$ cat src/rtl/hs_pkg.sv
package hs_pkg;
   localparam int STATUS_W = 3;

   typedef struct packed {
      logic intr;
      logic ien;
      logic ibf;
   } hs_status_t;
endpackage

$ cat src/rtl/hs_sync.sv
module hs_sync #(
   parameter int   STAGES  = 2,
   parameter logic RST_VAL = 1'b1
) (
   input  logic clk,
   input  logic rst_n,
   input  logic d,
   output logic q
);
   logic [STAGES-1:0] sh;

   always_ff @(posedge clk or negedge rst_n) begin
      if (!rst_n) sh <= {STAGES{RST_VAL}};
      else        sh <= {sh[STAGES-2:0], d};
   end

   assign q = sh[STAGES-1];
endmodule

$ cat src/rtl/hs_delay.sv
module hs_delay #(
   parameter int W     = 8,
   parameter int DEPTH = 2
) (
   input  logic         clk,
   input  logic         rst_n,
   input  logic [W-1:0] d,
   output logic [W-1:0] q
);
   logic [W-1:0] pipe [DEPTH];

   genvar i;
   generate
      for (i = 0; i < DEPTH; i++) begin : g_stage
         always_ff @(posedge clk or negedge rst_n) begin
            if (!rst_n) pipe[i] <= '0;
            else if (i == 0) pipe[i] <= d;
            else pipe[i] <= pipe[(i == 0) ? 0 : i-1];
         end
      end
   endgenerate

   assign q = pipe[DEPTH-1];
endmodule

$ cat src/rtl/hs_edge.sv
module hs_edge (
   input  logic clk,
   input  logic rst_n,
   input  logic rd_n,
   output logic rd_rise,
   output logic rd_fall
);
   logic rd_prev;

   always_ff @(posedge clk or negedge rst_n) begin
      if (!rst_n) rd_prev <= 1'b1;
      else        rd_prev <= rd_n;
   end

   assign rd_rise = rd_n & ~rd_prev;
   assign rd_fall = ~rd_n & rd_prev;
endmodule

$ cat src/rtl/hs_flags.sv
module hs_flags #(
   parameter int W = 8
) (
   input  logic         clk,
   input  logic         rst_n,
   input  logic         stb_s,
   input  logic [W-1:0] din,
   input  logic         rd_n,
   input  logic         rd_rise,
   input  logic         rd_fall,
   input  logic         ien_i,
   output logic [W-1:0] data_q,
   output logic         ibf_q,
   output logic         intr_q,
   output logic         ien_q
);
   logic intr_set;

   assign intr_set = stb_s & ibf_q & ien_q & rd_n & ~rd_rise;

   always_ff @(posedge clk or negedge rst_n) begin
      if (!rst_n) begin
         data_q <= '0;
         ibf_q  <= 1'b0;
         intr_q <= 1'b0;
         ien_q  <= 1'b0;
      end else begin
         ien_q <= ien_i;
         if (!stb_s) data_q <= din;
         ibf_q  <= ~stb_s | (ibf_q & ~rd_rise);
         intr_q <= ien_q & ~rd_fall & (intr_q | intr_set);
      end
   end

   a_r3_ibf_on_strobe: assert property (@(posedge clk) disable iff (!rst_n)
      !stb_s |=> ibf_q);
   a_r4_ibf_clear_on_read_end: assert property (@(posedge clk) disable iff (!rst_n)
      $fell(ibf_q) |-> $past(rd_rise));
   a_r5_intr_rise_cond: assert property (@(posedge clk) disable iff (!rst_n)
      $rose(intr_q) |-> ($past(stb_s) && $past(ibf_q) && $past(ien_q)));
   a_r6_intr_clear_on_read: assert property (@(posedge clk) disable iff (!rst_n)
      rd_fall |=> !intr_q);
   a_r7_no_intr_disabled: assert property (@(posedge clk) disable iff (!rst_n)
      !ien_q |=> !intr_q);
   a_r10_hold_when_high: assert property (@(posedge clk) disable iff (!rst_n)
      stb_s |=> $stable(data_q));
endmodule

$ cat src/rtl/strobed_in_port.sv
module strobed_in_port #(
   parameter int DATA_W      = 8,
   parameter int SYNC_STAGES = 2,
   parameter bit ALIGN_DATA  = 1'b1
) (
   input  logic              clk,
   input  logic              rst_n,
   input  logic [DATA_W-1:0] pdata_i,
   input  logic              stb_n_i,
   input  logic              rd_n_i,
   input  logic              ien_i,
   output logic [DATA_W-1:0] data_o,
   output logic              ibf_o,
   output logic              intr_o,
   output logic [2:0]        status_o
);
   import hs_pkg::*;

   generate
      if (DATA_W < 1) begin : g_bad_w
         $error("DATA_W must be at least 1");
      end
      if (SYNC_STAGES < 2) begin : g_bad_sync
         $error("SYNC_STAGES must be at least 2");
      end
   endgenerate

   logic              stb_s;
   logic [DATA_W-1:0] din_al;
   logic              rd_rise, rd_fall;
   logic              ibf, intr, ien;
   hs_status_t        st;

   hs_sync #(.STAGES(SYNC_STAGES), .RST_VAL(1'b1)) u_sync (
      .clk(clk), .rst_n(rst_n), .d(stb_n_i), .q(stb_s));

   generate
      if (ALIGN_DATA) begin : g_align
         hs_delay #(.W(DATA_W), .DEPTH(SYNC_STAGES)) u_dly (
            .clk(clk), .rst_n(rst_n), .d(pdata_i), .q(din_al));
      end else begin : g_raw
         assign din_al = pdata_i;
      end
   endgenerate

   hs_edge u_edge (
      .clk(clk), .rst_n(rst_n), .rd_n(rd_n_i),
      .rd_rise(rd_rise), .rd_fall(rd_fall));

   hs_flags #(.W(DATA_W)) u_flags (
      .clk(clk), .rst_n(rst_n), .stb_s(stb_s), .din(din_al),
      .rd_n(rd_n_i), .rd_rise(rd_rise), .rd_fall(rd_fall), .ien_i(ien_i),
      .data_q(data_o), .ibf_q(ibf), .intr_q(intr), .ien_q(ien));

   assign st.intr = intr;
   assign st.ien  = ien;
   assign st.ibf  = ibf;

   assign ibf_o    = ibf;
   assign intr_o   = intr;
   assign status_o = st;
endmodule

$ cat config.mk
export PLATFORM = sky130hd
export DESIGN_NAME = strobed_in_port
export DESIGN_NICKNAME = d
export VERILOG_FILES = /design/src/rtl/hs_pkg.sv /design/src/rtl/hs_sync.sv /design/src/rtl/hs_delay.sv /design/src/rtl/hs_edge.sv /design/src/rtl/hs_flags.sv /design/src/rtl/strobed_in_port.sv
export SDC_FILE = /design/constraint.sdc
export NUM_CORES = 1
export LEC_CHECK = 0
export ABC_AREA = 1
export BUFFER_PORTS_ARGS = -buffer_cell sky130_fd_sc_hd__buf_2
export CORE_MARGIN = 1.5
export CORE_UTILIZATION = 45
export CTS_CLUSTER_SIZE = 14
export DETAILED_ROUTE_END_ITERATION = 16
export PLACE_DENSITY = 0.72
export SLEW_MARGIN = 30
export SYNTH_ARGS = -nofsm -noshare
export SYNTH_HDL_FRONTEND = slang
export SYNTH_HIERARCHICAL = 1
export SYNTH_SLANG_ARGS = --single-unit
$ cat constraint.sdc
create_clock -name clk -period 0.9 [get_ports clk]
set_input_delay 0.09 -clock clk [delete_from_list [all_inputs] [get_ports clk]]
set_output_delay 0.09 -clock clk [all_outputs]
set_load 0.01 [all_outputs]
==> impl_metrics.env <==
export IMPL_max_freq_mhz=1040
export IMPL_first_global_vias=596
export IMPL_die_h_um=50.7
export IMPL_globalplace_congestion=0.619
export IMPL_cpPeakStageDelay_ns=0.62
export IMPL_h_tree_depth=2
export IMPL_fin_util=0.634
export IMPL_synth_top_family_by_area="buffers and inverters"
export IMPL_rr_worst_depth=3
export IMPL_drive_above_1_share=0.480
export IMPL_routed_wl_mm=1.58
export IMPL_met2_usage=0.230
export IMPL_cts_root_buf="clkbuf_4"
export IMPL_ys_ff_latch=30
export IMPL_grt_pass1_wl_mm=2.44
export IMPL_netlist_area_um2=1020
export IMPL_grt_use_met1=0.149
export IMPL_setup_worst_path_start="u_sync/sh[1]$_DFF_PN1_"
export IMPL_critPathLaunchType="flip-flop"
export IMPL_synthMuxAreaShare=0
export IMPL_hpwl_um=987
export IMPL_worstPathArrival_ns=1.21
export IMPL_core_um2=2190
export IMPL_setup_violations=21
export IMPL_synth_adder_area_share=0
export IMPL_fin_skew_ns=0.00778
export IMPL_seqCellArea_um2=754
export IMPL_viasPerCell=4.17
export IMPL_avgSynthCellArea_um2=12.7
export IMPL_wl_per_cell_um=10.5
export IMPL_mostFrequentLayoutCells="dfrtp_1 (27), buf_2 (25), inv_1 (13)"
export IMPL_r2r_end="u_flags/data_q[0]$_DFFE_PN0N_"
export IMPL_p_comb_frac=0.119
export IMPL_final_max_slew_violation_count=0
export IMPL_yosys_area_top_type_share=0.659
export IMPL_final_area_um2=1390
export IMPL_finalHoldViolations=0
export IMPL_max_slew_margin_rel=0.764
export IMPL_internal_power_mw=1.97
export IMPL_synth_nets=94
export IMPL_p_switching_uw=597
export IMPL_worstSkewPairLatency_ns=0.32
export IMPL_met3_usage=0.0893
export IMPL_path_class="flip-flop to flip-flop"
export IMPL_gr_usage_all_layers=0.144
export IMPL_initial_core_util=0.468
export IMPL_die_area_um2=2570
export IMPL_ff2ff_setup_slack_ns=-0.07
export IMPL_overflow=0
export IMPL_grt_busiest_layer="met2"
export IMPL_yosysSeqAreaShare=0.736
export IMPL_worst_path_dominant_cell_family="flip-flops"
export IMPL_period_minus_slack_ns=0.966
export IMPL_worstMarginPinSlew_ns=0.354
export IMPL_fin_nets=135
export IMPL_cts_buffers=5
export IMPL_yosysWarnings=6
export IMPL_ios=26
export IMPL_placedInstanceArea_um2=1120
export IMPL_cp_slowest_cell="dfstp_2"
export IMPL_synth_distinct_cells=12
export IMPL_swShare=0.232
export IMPL_p_leak_nw=0.724
export IMPL_drtIter0Drc=5
export IMPL_fin_ws_ns=-0.0661
export IMPL_n_antenna_cell=0
export IMPL_worstPathMaxFanout=6
export IMPL_status="finished, violations left"
export IMPL_cp_data_required_time_ns=1.15
export IMPL_clk_pin_slew_worst_paths_ns=0.09
export IMPL_p_seq_frac=0.573
export IMPL_crit_buf_inv=1
export IMPL_grt_max_degree=18
export IMPL_dieWidth_um=50.7
export IMPL_drc=0
export IMPL_portBuffers=25
export IMPL_cp_end_kind="flip-flop"
export IMPL_synth_compound_area_frac=0.0562
export IMPL_violations="negative setup slack"
export IMPL_syn2layout_area_growth_pct=35.7
export IMPL_clock_sinks=30
export IMPL_antenna_found_initial=0
export IMPL_power_density_nw_per_um2=1850
export IMPL_core_rowCount=17
export IMPL_rsz0062_at_grt="true"
export IMPL_path_cells="buf_6, nand2_2, o21ai_1"
export IMPL_cts_tree="built"
export IMPL_hp_class="primary input to async pin"
export IMPL_crit_reg2reg_launch="u_sync/sh[1]$_DFF_PN1_"
export IMPL_final_common_cell="dfrtp_1"
export IMPL_ir_drop_mv=1.45
export IMPL_yosys_area_top_type="dfrtp_1"
export IMPL_ant_nets=0
export IMPL_vias=629
export IMPL_clockBufferDepth=2
export IMPL_synth_xor_area_frac=0
export IMPL_maxCapViolations=0
export IMPL_first_pass_iters=4
export IMPL_fill_cells=163
export IMPL_multi_input_area_um2=151
export IMPL_finalCritPeriodShare=1.07
export IMPL_syn_inst=81
export IMPL_synth_area_leaders="dfrtp_1 (66%), buf_4 (8.1%), dfstp_2 (7.7%)"
export IMPL_synth_simple_area_share=0.0537
export IMPL_clkPwrFrac=0.309
-- layer usage --
layer	up-vias	wire, um
met1	289	640
met5	-	0
met3	4	84
li1	312	-
met2	24	827
met4	0	29
-- power by group through the flow --
stage               Combinational (mW)  Clock (mW)  Sequential, mW
floorplan                        0.103           0            1.51
global placement                 0.193           0            1.49
detailed placement               0.200           0            1.50
CTS                              0.268       0.815            1.47
global route                     0.336       0.915            1.48
finish                           0.305       0.794            1.47
-- worst register-to-register path, stage by stage, from the launching register on --
cell and delay [ns]:
dfstp_2 0.62, buf_6 0.16, nand2_2 0.05, o21ai_1 0.07
-- kinds of logic after synthesis --
logic type	Yosys count
AOI/OAI and AO/OA	10
buffers and inverters	27
DFF	30
and+or+nand+nor	14
-- synthesized netlist by cell type --
cell type,instances
o21ai_1,4
nand2_1,10
buf_4,11
o21ai_2,1
dfstp_2,3
inv_1,14
dfrtp_1,27
a21oi_2,1
nand2_2,1
o21ai_0,4
nor2_1,3
buf_6,2
-- how the worst max path moves through the flow --
stage	cells past startpoint	slack (ns)	end
after floorplan	4	-0.01	u_flags/data_q[2]$_DFFE_PN0N_
after global placement	4	-0.01	u_flags/intr_q$_DFF_PN0_
after detailed placement	3	-0.07	u_flags/data_q[6]$_DFFE_PN0N_
after CTS	1	-0.06	data_o[5]
after global routing	1	-0.11	ibf_o
final	3	-0.07	u_flags/data_q[0]$_DFFE_PN0N_
-- flip-flops by register name, indices dropped and copies added, names as in the netlist --
register / cells
u_flags/intr_q: 1
u_flags/data_q: 8
u_edge/rd_prev: 1
u_flags/ibf_q: 1
g_align.u_dly/q: 8
g_align.u_dly/pipe: 8
u_flags/ien_q: 1
u_sync/sh: 2
-- what timing repair did --
action,CTS,global route
setup endpoints to repair,21,21
hold endpoints to repair,32,0
cloned,0,0
hold buffers,12,0
buffers inserted,3,3
resized for setup,7,10
-- cell type report --
type                    count  share of cell area
clock buffers               7              0.0396
multi-input cells          24               0.109
clock inverters             1             0.00360
repair buffers             47               0.242
flip-flops and latches     30               0.543
well taps                  28              0.0252
inverters                  14              0.0378
-- metrics by stage --
| step | total power, mW | TNS [ns] | instances | hold slack [ns] | setup WS (ns) |
|---|---|---|---|---|---|
| after CTS | 2.56 | -0.938 | 148 | 0.217 | -0.0621 |
| after detailed placement | 1.70 | -0.228 | 125 | 0.0219 | -0.0662 |
| after floorplan | 1.61 | -0.107 | 81 | -0.206 | -0.0120 |
| after global routing | 2.73 | -1.92 | 151 | 0.207 | -0.112 |
| final | 2.57 | -0.892 | 151 | 0.204 | -0.0661 |
| after global placement | 1.69 | -0.0496 | 125 | 0.0128 | -0.0113 |
(Power assumes the default switching activity.)
